`src/rtl/byte_exec_pkg.sv`:
```
package byte_exec_pkg;
  localparam int DW  = 8;
  localparam int IW  = 14;
  localparam int BIW = $clog2(DW);

  typedef enum logic [4:0] {
    OP_NOP, OP_MOVWF, OP_CLR, OP_SUB, OP_DEC, OP_IOR, OP_AND, OP_XOR,
    OP_ADD, OP_MOVF, OP_COM, OP_INC, OP_DECSZ, OP_RR, OP_RL, OP_SWAP,
    OP_INCSZ, OP_BCLR, OP_BSET, OP_BTSC, OP_BTSS, OP_LMOV, OP_LIOR,
    OP_LAND, OP_LRET
  } op_e;

  typedef struct packed {
    op_e            op;
    logic           to_file;
    logic           wen;
    logic           c_en;
    logic           dc_en;
    logic           z_en;
    logic [BIW-1:0] bidx;
    logic [DW-1:0]  lit;
  } dec_t;

  typedef struct packed {
    logic [DW-1:0] result;
    logic          to_file;
    logic          wen;
    logic          c;
    logic          dc;
    logic          z;
    logic          c_en;
    logic          dc_en;
    logic          z_en;
    logic          skip;
  } res_t;
endpackage

```
`src/rtl/byte_exec_decode.sv`:
```
module byte_exec_decode
  import byte_exec_pkg::*;
(
  input  logic [IW-1:0] instr,
  output dec_t          dec
);
  logic [5:0] opc;
  logic       dbit;
  op_e        op;

  assign opc  = instr[IW-1:IW-6];
  assign dbit = instr[7];

  always_comb begin
    op = OP_NOP;
    unique case (instr[IW-1:IW-2])
      2'b00: begin
        case (opc[3:0])
          4'h0: op = dbit ? OP_MOVWF : OP_NOP;
          4'h1: op = (dbit || instr[6:0] == 7'd0) ? OP_CLR : OP_NOP;
          4'h2: op = OP_SUB;
          4'h3: op = OP_DEC;
          4'h4: op = OP_IOR;
          4'h5: op = OP_AND;
          4'h6: op = OP_XOR;
          4'h7: op = OP_ADD;
          4'h8: op = OP_MOVF;
          4'h9: op = OP_COM;
          4'hA: op = OP_INC;
          4'hB: op = OP_DECSZ;
          4'hC: op = OP_RR;
          4'hD: op = OP_RL;
          4'hE: op = OP_SWAP;
          default: op = OP_INCSZ;
        endcase
      end
      2'b01: begin
        case (instr[11:10])
          2'b00: op = OP_BCLR;
          2'b01: op = OP_BSET;
          2'b10: op = OP_BTSC;
          default: op = OP_BTSS;
        endcase
      end
      2'b11: begin
        case (opc)
          6'h30: op = OP_LMOV;
          6'h34: op = OP_LRET;
          6'h38: op = OP_LIOR;
          6'h39: op = OP_LAND;
          default: op = OP_NOP;
        endcase
      end
      default: op = OP_NOP;
    endcase
  end

  always_comb begin
    dec.op      = op;
    dec.bidx    = instr[9:7];
    dec.lit     = instr[DW-1:0];
    dec.wen     = !(op inside {OP_NOP, OP_BTSC, OP_BTSS});
    dec.c_en    = op inside {OP_ADD, OP_SUB, OP_RR, OP_RL};
    dec.dc_en   = op inside {OP_ADD, OP_SUB};
    dec.z_en    = op inside {OP_ADD, OP_SUB, OP_CLR, OP_DEC, OP_IOR, OP_AND,
                             OP_XOR, OP_MOVF, OP_COM, OP_INC, OP_LIOR, OP_LAND};
    if (op inside {OP_MOVWF, OP_BCLR, OP_BSET})
      dec.to_file = 1'b1;
    else if (op inside {OP_NOP, OP_BTSC, OP_BTSS, OP_LMOV, OP_LRET, OP_LIOR, OP_LAND})
      dec.to_file = 1'b0;
    else
      dec.to_file = dbit;
  end
endmodule

```
`src/rtl/byte_exec_alu.sv`:
```
module byte_exec_alu
  import byte_exec_pkg::*;
(
  input  dec_t          dec,
  input  logic [DW-1:0] wreg,
  input  logic [DW-1:0] fbyte,
  input  logic          cin,
  output res_t          res
);
  localparam int HW = DW / 2;

  logic [DW:0]   sum_full, dif_full;
  logic [HW:0]   sum_half, dif_half;
  logic [DW-1:0] r, bit_mask;
  logic          c_raw, dc_raw, skip_raw;

  assign sum_full = {1'b0, fbyte} + {1'b0, wreg};
  assign dif_full = {1'b0, fbyte} + {1'b0, ~wreg} + 1'b1;
  assign sum_half = {1'b0, fbyte[HW-1:0]} + {1'b0, wreg[HW-1:0]};
  assign dif_half = {1'b0, fbyte[HW-1:0]} + {1'b0, ~wreg[HW-1:0]} + 1'b1;
  assign bit_mask = DW'(1) << dec.bidx;

  always_comb begin
    r        = '0;
    c_raw    = 1'b0;
    dc_raw   = 1'b0;
    skip_raw = 1'b0;
    case (dec.op)
      OP_MOVWF: r = wreg;
      OP_CLR:   r = '0;
      OP_SUB:   begin r = dif_full[DW-1:0]; c_raw = dif_full[DW]; dc_raw = dif_half[HW]; end
      OP_ADD:   begin r = sum_full[DW-1:0]; c_raw = sum_full[DW]; dc_raw = sum_half[HW]; end
      OP_DEC:   r = fbyte - 1'b1;
      OP_INC:   r = fbyte + 1'b1;
      OP_DECSZ: begin r = fbyte - 1'b1; skip_raw = (r == '0); end
      OP_INCSZ: begin r = fbyte + 1'b1; skip_raw = (r == '0); end
      OP_IOR:   r = fbyte | wreg;
      OP_AND:   r = fbyte & wreg;
      OP_XOR:   r = fbyte ^ wreg;
      OP_MOVF:  r = fbyte;
      OP_COM:   r = ~fbyte;
      OP_RR:    begin r = {cin, fbyte[DW-1:1]}; c_raw = fbyte[0]; end
      OP_RL:    begin r = {fbyte[DW-2:0], cin}; c_raw = fbyte[DW-1]; end
      OP_SWAP:  r = {fbyte[HW-1:0], fbyte[DW-1:HW]};
      OP_BCLR:  r = fbyte & ~bit_mask;
      OP_BSET:  r = fbyte | bit_mask;
      OP_BTSC:  skip_raw = ((fbyte & bit_mask) == '0);
      OP_BTSS:  skip_raw = ((fbyte & bit_mask) != '0);
      OP_LMOV,
      OP_LRET:  r = dec.lit;
      OP_LIOR:  r = dec.lit | wreg;
      OP_LAND:  r = dec.lit & wreg;
      default:  r = '0;
    endcase
  end

  always_comb begin
    res.result  = dec.wen ? r : '0;
    res.to_file = dec.wen & dec.to_file;
    res.wen     = dec.wen;
    res.c       = dec.c_en & c_raw;
    res.dc      = dec.dc_en & dc_raw;
    res.z       = dec.z_en & ~|r;
    res.c_en    = dec.c_en;
    res.dc_en   = dec.dc_en;
    res.z_en    = dec.z_en;
    res.skip    = skip_raw;
  end
endmodule

```
`src/rtl/byte_exec_stage.sv`:
```
module byte_exec_stage #(
  parameter int W = 8
) (
  input  logic         clk,
  input  logic         rst_n,
  input  logic         in_valid,
  output logic         in_ready,
  input  logic [W-1:0] in_data,
  output logic         out_valid,
  input  logic         out_ready,
  output logic [W-1:0] out_data
);
  logic         full;
  logic [W-1:0] hold;

  assign in_ready  = !full || out_ready;
  assign out_valid = full;
  assign out_data  = hold;

  always_ff @(posedge clk) begin
    if (!rst_n) begin
      full <= 1'b0;
      hold <= '0;
    end else begin
      if (in_ready) full <= in_valid;
      if (in_valid && in_ready) hold <= in_data;
    end
  end

  AST_STALL_HOLD: assert property (@(posedge clk) disable iff (!rst_n)
    out_valid && !out_ready |=> out_valid && $stable(out_data));
endmodule

```
`src/rtl/byte_exec_unit.sv`:
```
module byte_exec_unit
  import byte_exec_pkg::*;
(
  input  logic          clk,
  input  logic          rst_n,
  input  logic          in_valid,
  output logic          in_ready,
  input  logic [IW-1:0] in_instr,
  input  logic [DW-1:0] in_wreg,
  input  logic [DW-1:0] in_fbyte,
  input  logic          in_carry,
  output logic          out_valid,
  input  logic          out_ready,
  output logic [DW-1:0] out_result,
  output logic          out_to_file,
  output logic          out_wr_en,
  output logic          out_c,
  output logic          out_dc,
  output logic          out_z,
  output logic          out_c_en,
  output logic          out_dc_en,
  output logic          out_z_en,
  output logic          out_skip
);
  localparam int RW = $bits(res_t);

  dec_t dec;
  res_t comb_res, reg_res;

  byte_exec_decode u_dec (.instr(in_instr), .dec(dec));

  byte_exec_alu u_alu (
    .dec(dec), .wreg(in_wreg), .fbyte(in_fbyte), .cin(in_carry), .res(comb_res)
  );

  byte_exec_stage #(.W(RW)) u_stage (
    .clk(clk), .rst_n(rst_n),
    .in_valid(in_valid), .in_ready(in_ready), .in_data(comb_res),
    .out_valid(out_valid), .out_ready(out_ready), .out_data(reg_res)
  );

  assign out_result  = reg_res.result;
  assign out_to_file = reg_res.to_file;
  assign out_wr_en   = reg_res.wen;
  assign out_c       = reg_res.c;
  assign out_dc      = reg_res.dc;
  assign out_z       = reg_res.z;
  assign out_c_en    = reg_res.c_en;
  assign out_dc_en   = reg_res.dc_en;
  assign out_z_en    = reg_res.z_en;
  assign out_skip    = reg_res.skip;

  AST_FULL_BLOCKS_INPUT: assert property (@(posedge clk) disable iff (!rst_n)
    out_valid && !out_ready |-> !in_ready);
  AST_Z_TRACKS_RESULT: assert property (@(posedge clk) disable iff (!rst_n)
    out_valid && out_z_en && out_wr_en |-> out_z == (out_result == '0));
  AST_DC_ONLY_ARITH: assert property (@(posedge clk) disable iff (!rst_n)
    out_valid && out_dc_en |-> out_c_en && out_z_en);
  AST_QUIET_FLAGS: assert property (@(posedge clk) disable iff (!rst_n)
    out_valid |-> (out_c_en || !out_c) && (out_dc_en || !out_dc) && (out_z_en || !out_z));
  AST_QUIET_WRITE: assert property (@(posedge clk) disable iff (!rst_n)
    out_valid && !out_wr_en |-> out_result == '0 && !out_to_file);
  AST_SKIP_NO_FLAGS: assert property (@(posedge clk) disable iff (!rst_n)
    out_valid && out_skip |-> !out_c_en && !out_dc_en && !out_z_en);
  AST_IDLE_IN_RESET: assert property (@(posedge clk)
    !rst_n |=> !out_valid);
endmodule

```
`config.mk`:
```
export PLATFORM = sky130hd
export DESIGN_NAME = byte_exec_unit
export DESIGN_NICKNAME = d
export VERILOG_FILES = /design/src/rtl/byte_exec_pkg.sv /design/src/rtl/byte_exec_decode.sv /design/src/rtl/byte_exec_alu.sv /design/src/rtl/byte_exec_stage.sv /design/src/rtl/byte_exec_unit.sv
export SDC_FILE = /design/constraint.sdc
export NUM_CORES = 1
export LEC_CHECK = 0
export ABC_AREA = 1
export BUFFER_PORTS_ARGS = -buffer_cell sky130_fd_sc_hd__buf_2
export CAP_MARGIN = 0
export CORE_ASPECT_RATIO = 0.75
export CORE_MARGIN = 5
export CORE_UTILIZATION = 23
export DETAILED_ROUTE_END_ITERATION = 10
export PLACE_DENSITY = 0.45
export SLEW_MARGIN = 30
export SYNTH_ARGS = -nofsm -noshare
export SYNTH_HDL_FRONTEND = slang
export SYNTH_HIERARCHICAL = 1
export SYNTH_SLANG_ARGS = --single-unit
```
`constraint.sdc`:
```
create_clock -name clk -period 3.9 [get_ports clk]
set_input_delay 0.78 -clock clk [delete_from_list [all_inputs] [get_ports clk]]
set_output_delay 0.78 -clock clk [all_outputs]
set_load 0.1 [all_outputs]
```
==> results.md, run 1 <==
- Initial antenna violation count: 0
- Total number of H-tree levels: 1
- CP required: 4.09 ns
- Most frequent cells in the layout: 299 x nand2_1, 122 x nor2_1, 103 x inv_1
- FF+latch count, synth: 18
- GR Util All Layers: 16.2%
- Die ar.: 0.0224 mm²
- CTS tree: yes
- Std cell rows: 44
- Clk slew on worst S/H paths: 0.05 ns
- Post-placement cell area: 0.00493 mm²
- Core Box Area: 0.0193 mm²
- Net count after synthesis: 933
- Area delta synth->final: 12.2%
- Worst reg2reg path depth: 4
- Final Max Tran Viols: 0
- Setup crit start: in_instr[10]
- Clock Tree Root: clkbuf_16
- Clock Skew: 0.00143 ns
- # setup viols final: 0
- CTS Hold Bufs: 0
- Worst Path Max Fanout: 8
- Slowest stage cell, crit path: a21boi_1
- Top-area cell type share of the netlist area: 25.1%
- Ranking of synthesized cells by area: nand2_1 25%, nand3_1 11%, nor2_1 10%
- Die width: 171 µm
- CP delay by family, top: simple AND/OR/NAND/NOR gates
- Final hold viol count: 0
- Layout Nets: 972
- Critical path depth: 25
- Post-route ant nets: 0
- Post-CTS Setup Inserts: 0
- Hold depth: 2
- Final Cell Area: 0.00503 mm²
- Period minus WS final: 3.47 ns
- # DRC: 0
- WP buf/inv: 5
- Gr ovfl total: 0
- Worst-Skew Late Latency: 0.25 ns
- Commonest non-fill, non-tap cell in the layout: nand2_1
- Least-Margin Pin Slew: 0.699 ns
- Crit Reg-Reg Startpoint: u_stage/out_valid
- CP endpoint kind: flip-flop
- Starting Density: 23.3%
- Area leader, netlist: nand2_1
- NetSw: 600 µW
- Hold Slack: 0.475 ns
- Crit path kind: in2reg
- Comb power frac: 61.8%
- HP Start: u_stage/out_data[1]
- Tcrit/Tclk final: 89.0%
- Total CTS buffers: 3
- Mean post-synth cell area: 5.14 µm²
- Type of origin of the critical path: primary input
- Critical path arrival: 3.66 ns
- Cell area after synthesis: 0.00448 mm²
- Power per Cell Area: 228 mW/mm²
- Clock power frac: 20.1%
- # port buffers: 53
- Vias per inst: 4.75
- Lkg Pwr: 0.00276 µW
- Total wire length: 18300 µm
- CP dominant cell by count: nand2_1
- Flop pwr share: 18.1%
- DR iter-0 viols: 552
- Synth Instances: 872
- Drt first pass iters: 5
- First-pass GRT wire length: 28900 µm
- Avg WL per Cell: 15.7 µm
- Via Count: 5530
- Setup TNS: 0 ns
- Distinct cells, synth: 40
- Synth warn: 6
- Largest net degree at the start of global routing: 37
- Sink Count: 18
- Max_cap viols: 0
- Die height: 131 µm
- Register area share after synthesis: 8.04%
- Peak supply drop: 0.000226 V
- Share of cells above drive strength 1: 15.9%
- Sw frac: 52.3%
- Worst hold path class: reg2reg
- RSZ-0062 raised after global routing: no
- Internal power: 546 µW
- Final HPWL DP: 14800 µm
- Status: completed
- Routability cong.: 1.04
- Final core occ: 26.1%
- Post-CTS sizing: 0
- Fmax: 288 MHz
- IO Count: 54
- Slew margin rel.: 53.2%
- Deepest clock path buffer count: 2
- Max stage delay on crit path: 0.31 ns
- Vias in the first global route: 5077
-- through the flow --
step | total power (µW) | worst slack, ns | std cells
floorplan | 733 | 0.779 | 872
global placement | 913 | 0.174 | 1159
detailed placement | 905 | 0.168 | 1159
CTS | 1140 | 0.404 | 1163
global route | 1230 | 0.0561 | 1163
finish | 1150 | 0.427 | 1164
-- worst paths after layout --
kind / endpoint / slack (ns)
max: u_stage/out_data[4] / 0.43
min: u_stage/out_data[1] / 0.48
max reg2reg: u_stage/out_data[5] / 2.89
min reg2reg: u_stage/out_data[1] / 0.48
-- power groups by stage --
stage / registers, µW / clock network [µW] / logic [µW]
5_1_grt: 210 / 245 / 779
2_1_floorplan: 322 / 0 / 411
4_1_cts: 208 / 236 / 697
3_5_place_dp: 212 / 0 / 693
6_report: 208 / 230 / 708
3_3_place_gp: 212 / 0 / 701
-- worst min-delay path, cell delays in order, from the launching register on --
cell and delay (ns):
dfxtp_1 0.32, a21oi_1 0.04, nor2_1 0.08
-- state kept, by name, indices dropped and copies added (netlist names) --
name,cells
u_stage/out_valid,1
u_stage/out_data,17
-- Yosys cell counts (all sizes together) --
library cell / n
or2: 1
clkinv: 2
nor2: 139
xor2: 1
xnor2: 1
o21ai: 36
and2: 1
ha: 24
nand4: 13
nand3b: 2
inv: 116
o211ai: 2
dfxtp: 18
nand3: 107
nand2: 315
nor3: 5
fa: 2
clkbuf: 4
a21boi: 3
a21oi: 36
o22ai: 4
nor3b: 1
a31oi: 2
buf: 37
-- cells by family (layout without fill, tap and decap cells) --
group	count (synthesis)	count (layout)	share of synthesized area, %
compound gates	83	83	10.9
xor+xnor	2	2	0.391
fa+ha+maj	26	26	7.60
buf+inv	159	197	16.7
flops	18	18	8.04
other cells	0	1	0
simple gates	584	584	56.4
-- layout make-up --
type | count | area [µm²]
Fill cell | 2330 | 14200
Multi-Input combinational cell | 695 | 3380
Inverter | 118 | 447
Timing Repair Buffer | 75 | 430
Sequential cell | 18 | 360
Tap cell | 253 | 317
Clock buffer | 4 | 88.8
Antenna cell | 1 | 2.50
-- layer usage --
metal,GRT usage [%],wire (µm)
met1,26.4,9330
met2,22.8,6900
met3,1.95,1780
met4,2.19,284
met5,0,0
(Power assumes the default switching activity.)
==> inputs of run 2 (changes only) <==
--- a/config.mk
+++ b/config.mk
@@ -8,11 +8,11 @@
 export ABC_AREA = 1
 export BUFFER_PORTS_ARGS = -buffer_cell sky130_fd_sc_hd__buf_2
 export CAP_MARGIN = 0
-export CORE_ASPECT_RATIO = 0.75
 export CORE_MARGIN = 5
 export CORE_UTILIZATION = 23
 export DETAILED_ROUTE_END_ITERATION = 10
 export PLACE_DENSITY = 0.45
+export RECOVER_POWER = 50
 export SLEW_MARGIN = 30
 export SYNTH_ARGS = -nofsm -noshare
 export SYNTH_HDL_FRONTEND = slang
==> results.md, run 2 (same netlist as run 1, synthesis figures left out) <==
- Total CTS buffers: 3 (unchanged)
- Worst Path Max Fanout: 9 (was 8)
- Setup ws final: 0.365 ns (was 0.427 ns)
- Avg WL per Cell: 15.6 µm (was 15.7 µm)
- Clock Tree Root: clkbuf_16 (unchanged)
- Largest net degree at the start of global routing: 37 (unchanged)
- Clk slew on worst S/H paths: 0.05 ns (about the same)
- Period minus WS final: 3.53 ns (was 3.47 ns)
- Gr ovfl total: 0 (unchanged)
- CTS tree: yes (unchanged)
- Peak supply drop: 0.000113 V (was 0.000226 V)
- CP required: 4.08 ns (was 4.09 ns)
- IO Count: 54 (unchanged)
- Deepest clock path buffer count: 2 (unchanged)
- Tcrit/Tclk final: 90.6% (was 89.0%)
- Worst reg2reg path depth: 4 (unchanged)
- Most frequent cells in the layout: 299 x nand2_1, 124 x nor2_1, 103 x inv_1 (was 299 x nand2_1, 122 x nor2_1, 103 x inv_1)
- Final hold viol count: 0 (unchanged)
- Hold depth: 2 (unchanged)
- Placed Instances: 1169 (was 1159)
- Lkg Pwr: 0.00268 µW (was 0.00276 µW)
- Routability cong.: 0.973 (was 1.04)
- Std cell rows: 51 (was 44)
- Share of cells above drive strength 1: 13.5% (was 15.9%)
- Initial antenna violation count: 0 (unchanged)
- Sink Count: 18 (unchanged)
- Die ar.: 0.0224 mm² (about the same)
- Slew margin rel.: 5.60% (was 53.2%)
- Max stage delay on crit path: 0.29 ns (was 0.31 ns)
- Clock Skew: 0.00182 ns (was 0.00143 ns)
- Crit path kind: in2reg (unchanged)
- R2r endpoint: u_stage/out_data[0] (was u_stage/out_data[5])
- Dpl ws: 0.101 ns (was 0.168 ns)
- GR Util All Layers: 16.1% (was 16.2%)
- Hold Slack: 0.477 ns (was 0.475 ns)
- Core Box Area: 0.0193 mm² (about the same)
- CP endpoint kind: flip-flop (unchanged)
- R2r setup slk: 2.85 ns (was 2.89 ns)
- Crit Reg-Reg Startpoint: u_stage/out_valid (unchanged)
- # DRC: 0 (unchanged)
- Vias per inst: 4.72 (was 4.75)
- Total wire length: 18300 µm (about the same)
- Die height: 150 µm (was 131 µm)
- Via Count: 5534 (was 5530)
- Starting Density: 23.2% (was 23.3%)
- Worst-Skew Late Latency: 0.24 ns (was 0.25 ns)
- Power per Cell Area: 220 mW/mm² (was 228 mW/mm²)
- Max_cap viols: 0 (unchanged)
- Layout Nets: 970 (was 972)
- Post-CTS Setup Inserts: 0 (unchanged)
- Final HPWL DP: 14800 µm (about the same)
- Layout Cells excl Fill: 1172 (was 1164)
- Fmax: 283 MHz (was 288 MHz)
- # setup viols final: 0 (unchanged)
- CP dominant cell by count: nor2_1 (was nand2_1)
- Flip-flop count of the largest register after layout: 17 (unchanged)
- Slowest stage cell, crit path: nor2_1 (was a21boi_1)
- Total power: 1100 µW (was 1150 µW)
- Type of origin of the critical path: primary input (unchanged)
- Post-route ant nets: 0 (unchanged)
- Area delta synth->final: 11.5% (was 12.2%)
- Drt first pass iters: 5 (unchanged)
- Least-Margin Pin Slew: 1.42 ns (was 0.699 ns)
- Worst hold path class: reg2reg (unchanged)
- First-pass GRT wire length: 28700 µm (was 28900 µm)
- Final Max Tran Viols: 0 (unchanged)
- Status: completed (unchanged)
- Setup TNS: 0 ns (unchanged)
- Vias in the first global route: 5292 (was 5077)
- # port buffers: 53 (unchanged)
- CTS Hold Bufs: 0 (unchanged)
- Critical path arrival: 3.71 ns (was 3.66 ns)
- DR iter-0 viols: 548 (was 552)
- Die width: 150 µm (was 171 µm)
- Total number of H-tree levels: 1 (unchanged)
- Commonest non-fill, non-tap cell in the layout: nand2_1 (unchanged)
- HP Start: u_stage/out_data[13] (was u_stage/out_data[1])
- N_diodes: 0 (was 1)
- Hold Crit Endpoint: u_stage/out_data[13] (was u_stage/out_data[1])
- Worst path cell trace: buf_2 -> inv_1 -> ha_1 -> inv_1 -> nor2_1 -> nand2_1 -> a21boi_1 -> nand2_2 -> nand2_2 -> nor2_2 -> buf_4 -> nand3_1 -> nand2_1 -> nor2_1 -> nand3_1 -> nor2_1 -> nand2_1 -> nor2_1 -> nand2_1 -> nor2_1 -> inv_1 -> nand3_1 -> nand2_1 -> nor2_1
- RSZ-0062 raised after global routing: no (unchanged)
[run 2: changes by cell type in the layout (fill, tap and decap cells not counted), sizes merged]
cell / change
diode: -1
clkbuf: +17
buf: -20
[run 2: layout make-up]
type | instances | area [µm²]
Fill cell | 2302 | 14300
Multi-Input combinational cell | 695 | 3380
Inverter | 118 | 447
Timing Repair Buffer | 73 | 405
Sequential cell | 18 | 360
Tap cell | 265 | 332
Clock buffer | 3 | 75.1
[run 2: routing by layer]
layer / vias up / share of wire (%) / global-route usage [%]
met3: 25 / 7.0 / 0.878
met5: - / 0 / 0
met2: 223 / 45 / 27.2
li1: 2783 / - / -
met4: 0 / 1.9 / 3.34
met1: 2503 / 46 / 22.7
[run 2: per-stage QoR]
step	cell area, µm²	util, %
floorplan	4480	-
global placement	4940	25.5
detailed placement	4940	25.5
CTS	5010	25.9
global route	4990	25.8
finish	4990	25.8
[run 2: worst max-delay path: cells and delay by family]
| family | cells | cell delay [ns] |
|---|---|---|
| compound gates | 1 | 0.26 |
| fa+ha+maj | 1 | 0.26 |
| buf+inv | 5 | 0.47 |
| simple gates | 17 | 1.96 |
[run 2: worst max path at each step]
stage                  from             endpoint  slack, ns  depth (start not counted)
2_1_floorplan  in_instr[10]  u_stage/out_data[4]       0.78                         21
5_1_grt        in_instr[11]  u_stage/out_data[4]       0.05                         25
6_report       in_instr[10]  u_stage/out_data[4]       0.37                         24
3_5_place_dp   in_instr[11]  u_stage/out_data[4]       0.10                         25
3_3_place_gp   in_instr[10]  u_stage/out_data[4]       0.13                         25
4_1_cts        in_instr[10]  u_stage/out_data[4]       0.35                         25
[run 2: timing repair]
action                                  4_1_cts  5_1_grt
hold endpoints to repair                      0        0
endpoints found under the setup margin        0        1
resized for setup                             0        1
[run 2: power breakdown]
part,internal [µW],switching [µW],leakage (µW)
registers,200,8.69,0.000149
logic,184,513,0.00250
clock network,134,60.0,0.0000370
total,518,582,0.00268
==> inputs of run 3 (changes only) <==
==> constraint.sdc (replaced) <==
create_clock -name clk -period 4.6 [get_ports clk]
set_input_delay 0.92 -clock clk [delete_from_list [all_inputs] [get_ports clk]]
set_output_delay 0.92 -clock clk [all_outputs]
set_load 0.1 [all_outputs]
==> results.md, run 3 (same netlist as run 1, synthesis figures left out) <==
- Status: completed (unchanged)
- Period minus WS final: 4.06 ns
- Peak supply drop: 0.000103 V (was 0.000113 V)
- Max stage delay on crit path: 0.52 ns (was 0.29 ns)
- Layout Nets: 953 (was 970)
- Worst hold path class: reg2reg (unchanged)
- Clk slew on worst S/H paths: 0.05 ns (about the same)
- Max_cap viols: 0 (unchanged)
- Total number of H-tree levels: 1 (unchanged)
- Starting Density: 23.2% (unchanged)
- Least-Margin Pin Slew: 1.45 ns (was 1.42 ns)
- CTS Hold Bufs: 0 (unchanged)
- Placed Instances: 1152 (was 1169)
- # DRC: 0 (unchanged)
- Lkg Pwr: 0.00260 µW (was 0.00268 µW)
- Flip-flop count of the largest register after layout: 17 (unchanged)
- Commonest non-fill, non-tap cell in the layout: nand2_1 (unchanged)
- Worst path cell trace: buf_2 -> inv_1 -> ha_1 -> inv_1 -> nor2_1 -> nand2_1 -> a21boi_1 -> nand2_1 -> nor2_1 -> inv_1 -> nor2_2 -> nand2_1 -> o21ai_1 -> nor2_2 -> nand2_1 -> nor2_1 -> nand2_1 -> nor2_1 -> inv_1 -> nand3_1 -> nand2_1 -> nor2_1 (was buf_2 -> inv_1 -> ha_1 -> inv_1 -> nor2_1 -> nand2_1 -> a21boi_1 -> nand2_2 -> nand2_2 -> nor2_2 -> buf_4 -> nand3_1 -> nand2_1 -> nor2_1 -> nand3_1 -> nor2_1 -> nand2_1 -> nor2_1 -> nand2_1 -> nor2_1 -> inv_1 -> nand3_1 -> nand2_1 -> nor2_1)
- Via Count: 5348 (was 5534)
- Die height: 150 µm (unchanged)
- Slowest stage cell, crit path: nor2_2 (was nor2_1)
- First-pass GRT wire length: 27800 µm (was 28700 µm)
- Initial antenna violation count: 0 (unchanged)
- N_diodes: 0 (unchanged)
- Setup ws final: 0.540 ns (was 0.365 ns)
- DR iter-0 viols: 528 (was 548)
- Sink Count: 18 (unchanged)
- Largest net degree at the start of global routing: 37 (unchanged)
- # port buffers: 53 (unchanged)
- Slew margin rel.: 3.56% (was 5.60%)
- Area delta synth->final: 8.60% (was 11.5%)
- Final HPWL DP: 14000 µm (was 14800 µm)
- Post-CTS Setup Inserts: 0 (unchanged)
- Worst-Skew Late Latency: 0.24 ns (about the same)
- Tcrit/Tclk final: 88.3%
- Vias per inst: 4.63 (was 4.72)
- Clock Skew: 0.00136 ns (was 0.00182 ns)
- Die width: 150 µm (unchanged)
- WP buf/inv: 5 (unchanged)
- # setup viols final: 0 (unchanged)
- Post-placement cell area: 0.00480 mm² (was 0.00494 mm²)
- Type of origin of the critical path: primary input (unchanged)
- Power per Cell Area: 193 mW/mm² (was 220 mW/mm²)
- Hold Slack: 0.478 ns (was 0.477 ns)
- CP required: 4.74 ns (was 4.08 ns)
- Dpl ws: 0.370 ns (was 0.101 ns)
- Final Cell Area: 0.00487 mm² (was 0.00499 mm²)
- Share of cells above drive strength 1: 11.8% (was 13.5%)
- CTS tree: yes (unchanged)
- Setup TNS: 0 ns (unchanged)
- GR Util All Layers: 15.5% (was 16.1%)
- Most frequent cells in the layout: 300 x nand2_1, 124 x nor2_1, 103 x inv_1 (was 299 x nand2_1, 124 x nor2_1, 103 x inv_1)
- Std cell rows: 51 (unchanged)
- Worst Path Max Fanout: 10 (was 9)
- Routability cong.: 0.932 (was 0.973)
- Critical path arrival: 4.20 ns (was 3.71 ns)
- Post-CTS sizing: 0 (unchanged)
- Avg WL per Cell: 15.2 µm (was 15.6 µm)
- Clock Tree Root: clkbuf_16 (unchanged)
- CP dominant cell by count: nand2_1 (was nor2_1)
- Die ar.: 0.0224 mm² (unchanged)
- Final hold viol count: 0 (unchanged)
- Vias in the first global route: 5090 (was 5292)
- Total wire length: 17600 µm (was 18300 µm)
- CP delay by family, top: simple AND/OR/NAND/NOR gates (unchanged)
- Layout Cells excl Fill: 1156 (was 1172)
- Post-route ant nets: 0 (unchanged)
- Total CTS buffers: 3 (unchanged)
- Final Max Tran Viols: 0 (unchanged)
- IO Count: 54 (unchanged)
- Crit path kind: in2reg (unchanged)
- CP endpoint kind: flip-flop (unchanged)
- RSZ-0062 raised after global routing: no (unchanged)
- Drt first pass iters: 5 (unchanged)
- Gr ovfl total: 0 (unchanged)
- Core Box Area: 0.0193 mm² (unchanged)
- Deepest clock path buffer count: 2 (unchanged)
- Fmax: 246 MHz
run 3: cell count changes in the layout (fill, tap and decap cells not counted):
cell      before  now
buf_12         1    0
nand2_2       12   11
clkbuf_8       0    1
buf_4         19    3
nand2_1      299  300
run 3: final cells by class:
| class | instances | area, µm² |
|---|---|---|
| Clock buffer | 4 | 88.8 |
| Fill cell | 2265 | 14500 |
| Inverter | 118 | 447 |
| Multi-Input combinational cell | 695 | 3370 |
| Sequential cell | 18 | 360 |
| Tap cell | 265 | 332 |
| Timing Repair Buffer | 56 | 265 |
run 3: power by group:
group	switching (µW)	internal, µW
clock	58.0	132
sequential	7.35	169
combinational	426	144
run 3: worst paths after layout:
path | from | end | slack [ns] | cells past startpoint
hold / removal | u_stage/out_data[0] | u_stage/out_data[0] | 0.48 | 2
hold reg to reg | u_stage/out_data[0] | u_stage/out_data[0] | 0.48 | 2
setup / recovery | in_instr[10] | u_stage/out_data[4] | 0.54 | 22
setup reg to reg | u_stage/out_valid | u_stage/out_data[2] | 3.56 | 4
run 3: layer usage:
layer	part of all wire [%]	track usage, %	up-vias
li1	-	-	2756
met1	46	22.0	2369
met2	45	24.7	201
met3	7.0	1.91	22
met4	2.2	4.53	0
met5	0	0	-
run 3: metrics by stage:
stage | util, % | total power, µW
floorplan | - | 621
global placement | 24.8 | 751
detailed placement | 24.8 | 749
CTS | 25.3 | 945
global route | 25.2 | 1010
finish | 25.2 | 937
run 3: worst reg2reg max path, stage by stage (launching register included):
cell     delay [ns]
dfxtp_1        0.33
nand2_4        0.30
nand3_1        0.15
nand2_1        0.12
nor2_1         0.04
